<file path="src/rtl/updn_tmr_pkg.sv">
package updn_tmr_pkg;

  typedef enum logic [1:0] {
    MODE_RISE  = 2'd0,
    MODE_FALL  = 2'd1,
    MODE_SQW   = 2'd2
  } step_mode_t;

  // Square-wave mode overrides direction; the pin matters only when enabled.
  function automatic step_mode_t pick_mode(input logic sqw_en,
                                           input logic updn_en,
                                           input logic dir_up);
    if (sqw_en)                return MODE_SQW;
    else if (updn_en && !dir_up) return MODE_FALL;
    else                       return MODE_RISE;
  endfunction

endpackage

</file>
<file path="src/rtl/updn_tmr_core.sv">
module updn_tmr_core
  import updn_tmr_pkg::*;
#(
  parameter int W = 16
) (
  input  logic         clk,
  input  logic         rst_n,
  input  logic         adv_i,
  input  logic         wr_i,
  input  logic [W-1:0] wdata_i,
  input  logic [W-1:0] reload_i,
  input  step_mode_t   mode_i,
  output logic [W-1:0] cnt_o,
  output logic         wrap_o
);

  localparam logic [W-1:0] TOP = '1;

  function automatic logic hits_edge(input logic [W-1:0] c,
                                     input logic [W-1:0] rl,
                                     input step_mode_t m);
    if (m == MODE_FALL) return (c == rl);
    else                return (c == TOP);
  endfunction

  function automatic logic [W-1:0] next_val(input logic [W-1:0] c,
                                            input logic [W-1:0] rl,
                                            input step_mode_t m);
    if (m == MODE_FALL) return (c == rl)  ? TOP : c - 1'b1;
    else                return (c == TOP) ? rl  : c + 1'b1;
  endfunction

  logic [W-1:0] cnt_q;
  logic [W-1:0] cnt_nxt;
  logic         at_edge;

  always_comb begin
    at_edge = hits_edge(cnt_q, reload_i, mode_i);
    cnt_nxt = next_val(cnt_q, reload_i, mode_i);
  end

  assign wrap_o = adv_i && !wr_i && at_edge;
  assign cnt_o  = cnt_q;

  always_ff @(posedge clk or negedge rst_n) begin
    if (!rst_n)     cnt_q <= '0;
    else if (wr_i)  cnt_q <= wdata_i;
    else if (adv_i) cnt_q <= cnt_nxt;
  end

  assert_write_load_R2: assert property (@(posedge clk) disable iff (!rst_n)
    wr_i |=> cnt_o == $past(wdata_i));

  assert_rise_step_R3: assert property (@(posedge clk) disable iff (!rst_n)
    (adv_i && !wr_i && mode_i != MODE_FALL && cnt_o != TOP)
      |=> cnt_o == $past(cnt_o) + 1'b1);

  assert_rise_wrap_R4: assert property (@(posedge clk) disable iff (!rst_n)
    (adv_i && !wr_i && mode_i != MODE_FALL && cnt_o == TOP)
      |=> cnt_o == $past(reload_i));

  assert_fall_wrap_R5: assert property (@(posedge clk) disable iff (!rst_n)
    (adv_i && !wr_i && mode_i == MODE_FALL && cnt_o == reload_i)
      |=> cnt_o == TOP);

  assert_hold_count_R9: assert property (@(posedge clk) disable iff (!rst_n)
    (!adv_i && !wr_i) |=> $stable(cnt_o));

endmodule

</file>
<file path="src/rtl/updn_tmr_flags.sv">
module updn_tmr_flags
  import updn_tmr_pkg::*;
(
  input  logic       clk,
  input  logic       rst_n,
  input  logic       wrap_i,
  input  step_mode_t mode_i,
  input  logic       updn_en_i,
  input  logic       clr_i,
  output logic       ovf_o,
  output logic       side_o
);

  logic ovf_set;
  logic side_flip;
  logic ovf_q;
  logic side_q;

  assign ovf_set   = wrap_i && (mode_i != MODE_SQW);
  assign side_flip = ovf_set && updn_en_i;

  always_ff @(posedge clk or negedge rst_n) begin
    if (!rst_n) begin
      ovf_q  <= 1'b0;
      side_q <= 1'b0;
    end else begin
      if (ovf_set)    ovf_q <= 1'b1;
      else if (clr_i) ovf_q <= 1'b0;
      if (side_flip)  side_q <= ~side_q;
    end
  end

  assign ovf_o  = ovf_q;
  assign side_o = side_q;

  assert_side_flip_R7: assert property (@(posedge clk) disable iff (!rst_n)
    (wrap_i && updn_en_i && mode_i != MODE_SQW) |=> side_o != $past(side_o));

  assert_side_hold_R7: assert property (@(posedge clk) disable iff (!rst_n)
    !wrap_i |=> $stable(side_o));

  assert_no_flag_in_sqw_R8: assert property (@(posedge clk) disable iff (!rst_n)
    (wrap_i && mode_i == MODE_SQW && !clr_i) |=> $stable(ovf_o));

  assert_flag_set_R4: assert property (@(posedge clk) disable iff (!rst_n)
    (wrap_i && mode_i != MODE_SQW) |=> ovf_o);

  assert_flag_clear_R10: assert property (@(posedge clk) disable iff (!rst_n)
    (clr_i && !wrap_i) |=> !ovf_o);

endmodule

</file>
<file path="src/rtl/updn_tmr_sqw.sv">
module updn_tmr_sqw
  import updn_tmr_pkg::*;
(
  input  logic       clk,
  input  logic       rst_n,
  input  logic       wrap_i,
  input  step_mode_t mode_i,
  output logic       sqw_o
);

  logic flip;
  logic pin_q;

  assign flip = wrap_i && (mode_i == MODE_SQW);

  always_ff @(posedge clk or negedge rst_n) begin
    if (!rst_n)    pin_q <= 1'b0;
    else if (flip) pin_q <= ~pin_q;
  end

  assign sqw_o = pin_q;

  assert_pin_flip_R8: assert property (@(posedge clk) disable iff (!rst_n)
    (wrap_i && mode_i == MODE_SQW) |=> sqw_o != $past(sqw_o));

  assert_pin_hold_R9: assert property (@(posedge clk) disable iff (!rst_n)
    !wrap_i |=> $stable(sqw_o));

endmodule

</file>
<file path="src/rtl/updn_reload_timer.sv">
module updn_reload_timer
  import updn_tmr_pkg::*;
#(
  parameter int W = 16
) (
  input  logic         clk,
  input  logic         rst_n,
  input  logic         tick_i,
  input  logic         run_i,
  input  logic         dir_up_i,
  input  logic         updn_en_i,
  input  logic         sqw_en_i,
  input  logic [W-1:0] reload_i,
  input  logic         cnt_wr_i,
  input  logic [W-1:0] cnt_wdata_i,
  input  logic         ovf_clr_i,
  output logic [W-1:0] count_o,
  output logic         ovf_flag_o,
  output logic         side_flag_o,
  output logic         sqw_o
);

  step_mode_t mode;
  logic       adv;
  logic       wrap_evt;

  assign mode = pick_mode(sqw_en_i, updn_en_i, dir_up_i);
  assign adv  = run_i && tick_i;

  updn_tmr_core #(.W(W)) u_core (
    .clk     (clk),
    .rst_n   (rst_n),
    .adv_i   (adv),
    .wr_i    (cnt_wr_i),
    .wdata_i (cnt_wdata_i),
    .reload_i(reload_i),
    .mode_i  (mode),
    .cnt_o   (count_o),
    .wrap_o  (wrap_evt)
  );

  updn_tmr_flags u_flags (
    .clk      (clk),
    .rst_n    (rst_n),
    .wrap_i   (wrap_evt),
    .mode_i   (mode),
    .updn_en_i(updn_en_i),
    .clr_i    (ovf_clr_i),
    .ovf_o    (ovf_flag_o),
    .side_o   (side_flag_o)
  );

  updn_tmr_sqw u_sqw (
    .clk   (clk),
    .rst_n (rst_n),
    .wrap_i(wrap_evt),
    .mode_i(mode),
    .sqw_o (sqw_o)
  );

  assert_dir_ignored_R6: assert property (@(posedge clk) disable iff (!rst_n)
    (adv && !cnt_wr_i && !updn_en_i && !sqw_en_i && count_o != '1)
      |=> count_o == $past(count_o) + 1'b1);

endmodule

</file>
<file path="config.mk">
export PLATFORM = sky130hd
export DESIGN_NAME = updn_reload_timer
export DESIGN_NICKNAME = d
export VERILOG_FILES = /design/src/rtl/updn_tmr_pkg.sv /design/src/rtl/updn_tmr_core.sv /design/src/rtl/updn_tmr_flags.sv /design/src/rtl/updn_tmr_sqw.sv /design/src/rtl/updn_reload_timer.sv
export SDC_FILE = /design/constraint.sdc
export NUM_CORES = 1
export LEC_CHECK = 0
export BUFFER_PORTS_ARGS = -buffer_cell sky130_fd_sc_hd__buf_2
export CAP_MARGIN = 10
export CORE_ASPECT_RATIO = 0.5
export CORE_MARGIN = 4
export CORE_UTILIZATION = 45
export DETAILED_ROUTE_END_ITERATION = 6
export GPL_ROUTABILITY_DRIVEN = 0
export PLACE_DENSITY = 0.67
export RECOVER_POWER = 100
export SETUP_SLACK_MARGIN = 0.5
export SYNTH_ARGS = -nofsm -noshare
export SYNTH_HDL_FRONTEND = slang
export SYNTH_HIERARCHICAL = 1
export SYNTH_SLANG_ARGS = --single-unit
</file>
<file path="constraint.sdc">
create_clock -name clk -period 5.1 [get_ports clk]
set_input_delay 1.02 -clock clk [delete_from_list [all_inputs] [get_ports clk]]
set_output_delay 1.02 -clock clk [all_outputs]
set_load 0.1 [all_outputs]
</file>
==> metrics.txt, run 1 <==
crit share post-route=0.663; IO Port Bufs=59; CP most frequent cell=xnor2_1; Synth Warn #=6; first-pass GRT wire length=10,600 um; Final ANT Viol Nets=0; EDFF count, synth=0; largest net degree at the start of global routing=41; #FFs+latches synth=19; Post-Synthesis Cell Area=0.00223 mm^2; prevailing post-synth register cell=dfrtp_1; Data required, critical path=approximately 5300 ps; Total Routing Usage GR=0.215; final setup skew=3.38 ps; Synth area leader=dfrtp_1; register area share after synthesis=0.213; critical path class=primary input to flip-flop; Post-Synthesis Cells=272; WL per Instance=17.7 um; clk slew on worst S/H paths=90 ps; fin. max-slew vios=0; worst hold-check slack=about 480 ps; synthesized area per cell=8.21 um^2; TNS Setup=0 ps; r2r endpoint=u_flags/side_o; # hold bufs at CTS=0; Die Ht=57.8 um; vias per cell=5.97; critical-path maximum fanout=10; Core Region=0.00459 mm^2; layout net count=354; DP HPWL=4820 um; Slowest cell on crit path=nor4_1; final setup violation count=0; Leak=0.880 nW; I/O pin count=60; Mapped Nets=315; Worst setup EP type=flip-flop; synth unique cells=56; vias=approximately 2,200; vias in the first global route=between 2,000 and 2,500; P&R area growth vs syn=9.19%; Initial Util=0.486; FF-to-FF setup slack=1930 ps; post-place setup slack=~2000 ps; Total Die Area=0.00622 mm^2; Antenna Cells=0; max cap viols=0; total CTS buffers=3; clk buf depth=2; share of cells above drive strength 1=0.203; post-CTS setup buffers=0; Remaining Overflow, GRT=0; worst r2r src=u_core/cnt_o[3]; Reg2Reg Depth=8; Yosys top cell area share=0.213; CTS tree=built; VDD IR max=125 uV; maximum clock frequency=0.296 GHz; unrepaired setup endpoints after global routing=no; Hold Violations, Final=0; latest clock arrival within the worst-skew pair=270 ps; Worst Hold Class=flip-flop to flip-flop; CP arrival=3550 ps; Chip Width=around 110 um; Worst path depth=9; # DRC=0; drt total wl=~6700 um; Pwr per Cell Area=252 mW/mm^2; Placement Cell Area=between 0.002 and 0.0025 mm^2; Post-CTS Resized=0; fin crit period=3380 ps; Sink Count=19; fin area=0.00244 mm^2; status=completed; Rows=17; synth top area cells=dfrtp_1 21%, xnor2_1 12%, a21oi_1 4.9%; actual slew at the worst max-slew pin=about 1200 ps; initial drt markers=301; Fillers=between 400 and 500; CP Launch Type=primary input; CP endpoint=u_flags/side_o; Crit. Startpoint=reload_i[4]; Final WS setup=1720 ps; critical path, cell by cell=buf_2 -> xnor2_1 -> nand4_1 -> nor4_1 -> clkbuf_1 -> nand2_1 -> a21oi_1 -> nand3_2 -> xnor2_1; CTS H-Tree Depth=1; delay-heaviest family, CP=simple AND/OR/NAND/NOR gates; initial antenna violation count=0; CP bufs+invs=2; CTS Root Cell=clkbuf_8; Max transition margin=0.220; Largest stage delay, worst path=890 ps; asr flop ratio synth=1.00; DR pass1 iterations=4
layout make-up:
| class | instances | area, um^2 | area share |
|---|---|---|---|
| multi-input cells | 217 | 1520 | 0.624 |
| flip-flops and latches | 19 | 475 | 0.195 |
| repair buffers | 61 | 279 | 0.114 |
| well taps | 66 | 82.6 | 0.0339 |
| clock buffers | 3 | 41.3 | 0.0169 |
| inverters | 9 | 33.8 | 0.0139 |
| clock inverters | 1 | 5.00 | 0.00205 |
metal layers:
metal	track usage	share of wire
met1	0.315	0.46
met2	0.336	0.43
met3	0.0400	0.11
met4	0.0324	0.0057
met5	0	0
power breakdown:
group	switching, W	internal [W]
clock network	0.0000643	0.0000548
logic	0.000196	0.0000841
registers	0.0000510	0.000164
total	0.000311	0.000303
registers in the layout, summed over array words and instances, names as in the netlist:
signal,cells
u_flags/side_o,1
u_core/cnt_o,16
u_sqw/sqw_o,1
u_flags/ovf_o,1
kinds of logic after synthesis:
family	share of synthesized area
xor gates and xnor gates	0.145
adders and majority gates	0.0112
buffers and inverters	0.0936
DFF	0.213
and+or+nand+nor	0.324
AOI/OAI and AO/OA	0.203
muxes	0.0101
per-stage QoR:
step	total power (W)	instances	utilization
floorplan	0.000452	272	-
global placement	0.000499	372	0.533
detailed placement	0.000501	372	0.533
CTS	0.000622	376	0.543
global route	0.000644	376	0.531
finish	0.000614	376	0.531
worst reg2reg max path: stages, from the launching register on:
cell      delay, ps
dfrtp_1         650
xnor2_1         180
nand4_1         140
nor4_1          890
clkbuf_1        480
nand2_1         100
a21oi_1         360
nand3_2         130
xnor2_1         140
how the worst min path moves through the flow:
stage | cells after the start | startpoint | slack [ps] | end
6_report | 1 | u_flags/side_o | 480 | u_flags/side_o
4_1_cts | 1 | u_flags/side_o | 480 | u_flags/side_o
3_5_place_dp | 1 | u_flags/side_o | 460 | u_flags/side_o
3_3_place_gp | 1 | u_flags/side_o | 480 | u_flags/side_o
5_1_grt | 1 | u_flags/side_o | 490 | u_flags/side_o
2_1_floorplan | 0 | rst_n | 720 | u_core/cnt_o[0]
cells in the mapped netlist (5+ instances only):
master,number
xnor2_1,31
a21oi_1,22
dfrtp_1,19
nor3_1,17
nand2_1,15
o21ai_0,11
nor2_1,10
nor3b_1,10
clkbuf_1,9
inv_1,9
nand4_1,9
o31ai_1,9
nand3_1,8
nor4_1,8
buf_4,7
buf_2,5
nand3_2,5
cells in the final DEF, fill, tap and decap left out, drive strengths merged, types with 2 or more instances in the layout:
cell type  Yosys  routed
buf           18      38
xnor2         32      32
clkbuf         9      26
a21oi         22      22
dfrtp         19      19
nor3          19      19
nand2         15      15
o21ai         13      13
nand3         13      13
nor3b         11      11
nor2          11      11
nor4          11      11
o31ai         11      11
nand4         10      10
inv            9       9
and3           5       5
or3            4       4
xor2           4       4
a211oi         4       4
a221oi         4       4
nor2b          3       3
nand2b         3       3
a31o           2       2
mux2           2       2
a2111oi        2       2
ha             2       2
No activity file was read; power rests on OpenSTA's default activity.
==> run 2, diff against run 1 <==
PLACE_DENSITY = 0.7   (was 0.67)
clock period = 2.8 ns   (was 5.1 ns; I/O delays follow)
==> metrics.txt, run 2 (synthesized netlist as in run 1, its figures left out) <==
status=completed; initial drt markers=224 (-26%); largest net degree at the start of global routing=23 (-44%); max cap viols=0 (unchanged); post-place setup slack=497 ps (-1550 ps); total CTS buffers=3 (unchanged); Data required, critical path=2930 ps (-2340 ps); IO Port Bufs=59 (unchanged); Total Routing Usage GR=0.225 (+0.00985); Sink Count=19 (unchanged); final setup violation count=0 (unchanged); P&R area growth vs syn=16.6%; commonest non-fill, non-tap cell in the layout=buf_2; unrepaired setup endpoints after global routing=yes; Worst Hold Class=primary input to flip-flop; fin. max-slew vios=0 (unchanged); Total Die Area=0.00622 mm^2 (unchanged); CP Launch Type=flip-flop; final setup skew=1.90 ps (-1.48 ps); vias per cell=6.13 (+2.8%); CP arrival=2570 ps (-980 ps); fin crit period=2440 ps; initial antenna violation count=0 (unchanged); maximum clock frequency=0.410 GHz; # DRC=0 (unchanged); vias=2,368 (+5.6%); Leak=0.948 nW (+7.7%); most frequent cells in the layout=39 x buf_2, 29 x xnor2_1, 23 x clkbuf_1, 21 x a21oi_1, 17 x nor3_1; critical path class=flip-flop to flip-flop; Rows=17 (unchanged); Core Region=0.00459 mm^2 (unchanged); DP HPWL=5100 um (+5.9%); actual slew at the worst max-slew pin=1200 ps (+21.3 ps); Final ANT Viol Nets=0 (unchanged); Max transition margin=0.202 (-0.0176); first-pass GRT wire length=11,200 um (+6.3%); critical-path maximum fanout=9 (-1); I/O pin count=60 (unchanged); fin area=0.00260 mm^2 (+6.8%); CTS H-Tree Depth=1 (unchanged); clk slew on worst S/H paths=80 ps (about the same); Remaining Overflow, GRT=0 (unchanged); Hold Violations, Final=0 (unchanged); DR pass1 iterations=5 (+1); Placement Cell Area=0.00256 mm^2 (+4.6%); Fillers=456 (-6.2%); TNS Setup=0 ps (unchanged); share of cells above drive strength 1=0.288 (+0.0843); Initial Util=0.486 (unchanged); Pwr per Cell Area=444 mW/mm^2 (+76%); clk buf depth=2 (unchanged); Die Ht=57.8 um (unchanged); CTS Root Cell=clkbuf_8; VDD IR max=228 uV (+83%); Final WS setup=361 ps (-1360 ps); drt total wl=6980 um (+4.7%); WL per Instance=18.1 um (+2.0%); crit share post-route=0.871; vias in the first global route=2,232 (+11%); layout net count=364 (+2.8%); FF-to-FF setup slack=360 ps (-1570 ps); Antenna Cells=0 (unchanged); latest clock arrival within the worst-skew pair=270 ps (about the same); CTS tree=built; max reg flops=16 (unchanged); Worst setup EP type=flip-flop; Chip Width=108 um (unchanged)
run 2: cell types whose count changed in the layout (fill, tap and decap cells not counted), sizes merged:
cell    before  now
clkinv       1    0
buf         38   49
run 2: area by class of cell:
class / count / area [um^2] / area share
well taps: 66 / 82.6 / 0.0317
clock buffers: 4 / 45.0 / 0.0173
inverters: 9 / 33.8 / 0.0130
flip-flops and latches: 19 / 527 / 0.202
multi-input cells: 217 / 1560 / 0.600
repair buffers: 71 / 353 / 0.136
run 2: path summary, 6_finish.rpt:
path,cells past startpoint,startpoint,to
max,6,u_core/cnt_o[0],u_core/cnt_o[10]
min,2,ovf_clr_i,u_flags/ovf_o
max reg2reg,6,u_core/cnt_o[0],u_core/cnt_o[10]
min reg2reg,1,u_flags/side_o,u_flags/side_o
max in group asynchronous,1,rst_n,u_core/cnt_o[7]
min in group asynchronous,1,rst_n,u_core/cnt_o[4]
run 2: power breakdown:
part           leakage, nW  switching (W)  total, W  internal, W
logic                0.704       0.000366  0.000530     0.000164
registers            0.221      0.0000966  0.000413     0.000316
clock network       0.0228       0.000110  0.000212     0.000102
total                0.948       0.000573   0.00116     0.000582
run 2: what timing repair did:
action	4_1_cts	5_1_grt
setup buffers	0	6
endpoints found under the setup margin	1	11
pin swaps	0	3
hold buffers	0	0
resized for setup	1	2
endpoints found under the hold margin	0	0
run 2: metrics by stage:
stage,std cells,hold slack (ps),power (W),util
after global routing,386,489,0.00121,0.567
after floorplan,272,264,0.000854,-
after detailed placement,376,463,0.000945,0.558
after global placement,376,464,0.000939,0.558
final,386,468,0.00116,0.567
after CTS,380,263,0.00116,0.568
run 2: layer usage:
layer / GRT usage / routed length (um) / vias up
li1: - / - / 1101
met1: 0.327 / 3260 / 1144
met2: 0.346 / 3010 / 113
met3: 0.0478 / 625 / 10
met4: 0.0414 / 78 / 0
met5: 0 / 0 / -
run 2: critical path, cell delays in order (launching register included):
cell       delay [ps]
dfrtp_1           560
ha_1              270
nand3_1           320
nor3_1            310
mux2_2            360
a2111oi_0         400
a221oi_1           90
==> run 3, diff against run 2 <==
BUFFER_PORTS_ARGS = -buffer_cell sky130_fd_sc_hd__clkbuf_2   (was -buffer_cell sky130_fd_sc_hd__buf_2)
PLACE_DENSITY = 0.67   (was 0.7)
SLEW_MARGIN = 5   (was not set)
clock period = 2.3 ns   (was 2.8 ns; I/O delays follow)
==> metrics.txt, run 3 (synthesized netlist as in run 1, its figures left out) <==
Final ANT Viol Nets=0 (unchanged); DP HPWL=5320 um (+4.4%); actual slew at the worst max-slew pin=1210 ps (+12.6 ps); most frequent cells in the layout=53 x clkbuf_2, 38 x buf_4, 23 x xnor2_1, 19 x a21oi_1; largest net degree at the start of global routing=20 (-13%); Max transition margin=0.194 (-0.00837); Initial Util=0.486 (unchanged); Data required, critical path=1840 ps (-1090 ps); CP Launch Type=flip-flop; maximum clock frequency=approximately 0.48 GHz; met3 routed WL=820 um (+31%); Worst Hold Class=primary input to flip-flop; Sink Count=19 (unchanged); commonest non-fill, non-tap cell in the layout=clkbuf_2; Hold Violations, Final=0 (unchanged); final setup skew=5.28 ps (+3.38 ps); critical path class=flip-flop to primary output; CTS Root Cell=clkbuf_8; crit share post-route=0.897; Pwr per Cell Area=495 mW/mm^2 (+12%); total CTS buffers=3 (unchanged); max cap viols=0 (unchanged); layout net count=400 (+9.9%); Antenna Cells=0 (unchanged); clk buf depth=2 (unchanged); latest clock arrival within the worst-skew pair=270 ps (about the same); vias in the first global route=2,400 (+7.5%); initial antenna violation count=0 (unchanged); share of cells above drive strength 1=0.461 (+0.173); Total Die Area=0.00622 mm^2 (unchanged); Slowest cell on crit path=clkbuf_1; VDD IR max=292 uV (+28%); clk slew on worst S/H paths=80 ps (about the same); DR pass1 iterations=4 (-1); Remaining Overflow, GRT=0 (unchanged); Worst setup EP type=primary output; max reg flops=16 (unchanged); fin. max-slew vios=0 (unchanged); TNS Setup=0 ps (unchanged); P&R area growth vs syn=41.5%; CP bufs+invs=1 (+1); CP arrival=1600 ps (-970 ps); Chip Width=108 um (unchanged); Rows=17 (unchanged); fin crit period=2060 ps; Fillers=402 (-12%); Largest stage delay, worst path=870 ps (+310 ps); vias per cell=6.00 (-2.2%); # DRC=0 (unchanged); CTS H-Tree Depth=1 (unchanged); Total Routing Usage GR=0.257 (+0.0327); # hold bufs at CTS=0 (unchanged); initial drt markers=174 (-22%); placed insts=388 (+3.2%); Leak=1.31 nW (+38%); delay-heaviest family, CP=buffers and inverters; Met2 Wirelength=3580 um (+19%); Core Region=0.00459 mm^2 (unchanged); met1 WL=3540 um (+8.5%); vias=2,532 (+6.9%); IO Port Bufs=59 (unchanged); status=completed; WL per Instance=19.1 um (+5.8%); Final Non-Filler Cells=422 (+9.3%); CTS tree=built; critical-path maximum fanout=4 (-5); Die Ht=57.8 um (unchanged); critical path, cell by cell=clkbuf_1; drt total wl=8070 um (+16%); Max Used Layer=met4; unrepaired setup endpoints after global routing=yes; first-pass GRT wire length=12,600 um (+12%); final setup violation count=0 (unchanged); overall power=0.00156 W (+35%); I/O pin count=60 (unchanged)
[run 3: metrics by stage]
| step | worst slack (ps) | hold slack (ps) | util | instance area (um^2) |
|---|---|---|---|---|
| floorplan | 29.2 | 164 | - | 2390 |
| global placement | 280 | 458 | 0.587 | 2700 |
| detailed placement | 235 | 464 | 0.587 | 2700 |
| CTS | 343 | 188 | 0.675 | 3100 |
| global route | 141 | 388 | 0.688 | 3160 |
| finish | 236 | 360 | 0.688 | 3160 |
[run 3: layout make-up]
| type | instances | area, um^2 | share of cell area |
|---|---|---|---|
| Tap cell | 66 | 82.6 | 0.0261 |
| Multi-Input combinational cell | 217 | 1810 | 0.572 |
| Timing Repair Buffer | 107 | 673 | 0.213 |
| Inverter | 9 | 33.8 | 0.0107 |
| Clock buffer | 4 | 45.0 | 0.0143 |
| Sequential cell | 19 | 517 | 0.164 |
[run 3: final timing paths]
| check | start | endpoint | slack (ps) | cells after the start |
|---|---|---|---|---|
| max | u_core/cnt_o[7] | count_o[7] | 240 | 1 |
| min | ovf_clr_i | u_flags/ovf_o | 360 | 2 |
| max reg2reg | u_core/cnt_o[9] | u_core/cnt_o[3] | 240 | 6 |
| min reg2reg | u_flags/side_o | u_flags/side_o | 470 | 1 |
| max in group asynchronous | rst_n | u_core/cnt_o[1] | 1010 | 1 |
| min in group asynchronous | rst_n | u_core/cnt_o[6] | 420 | 1 |
[run 3: what timing repair did]
action / CTS / global route
pin swaps: 12 / 15
resized for setup: 26 / 22
buffers inserted: 28 / 2
setup endpoints to repair: 19 / 23
[run 3: layer usage]
layer,vias up,GRT usage
li1,1176,-
met1,1195,0.361
met2,146,0.411
met3,15,0.0601
met4,0,0.0486
met5,-,0
[run 3: where the power goes]
group	leakage (nW)	internal (W)	switching (W)
combinational	1.06	0.000305	0.000532
sequential	0.226	0.000381	0.0000927
clock	0.0228	0.000124	0.000129
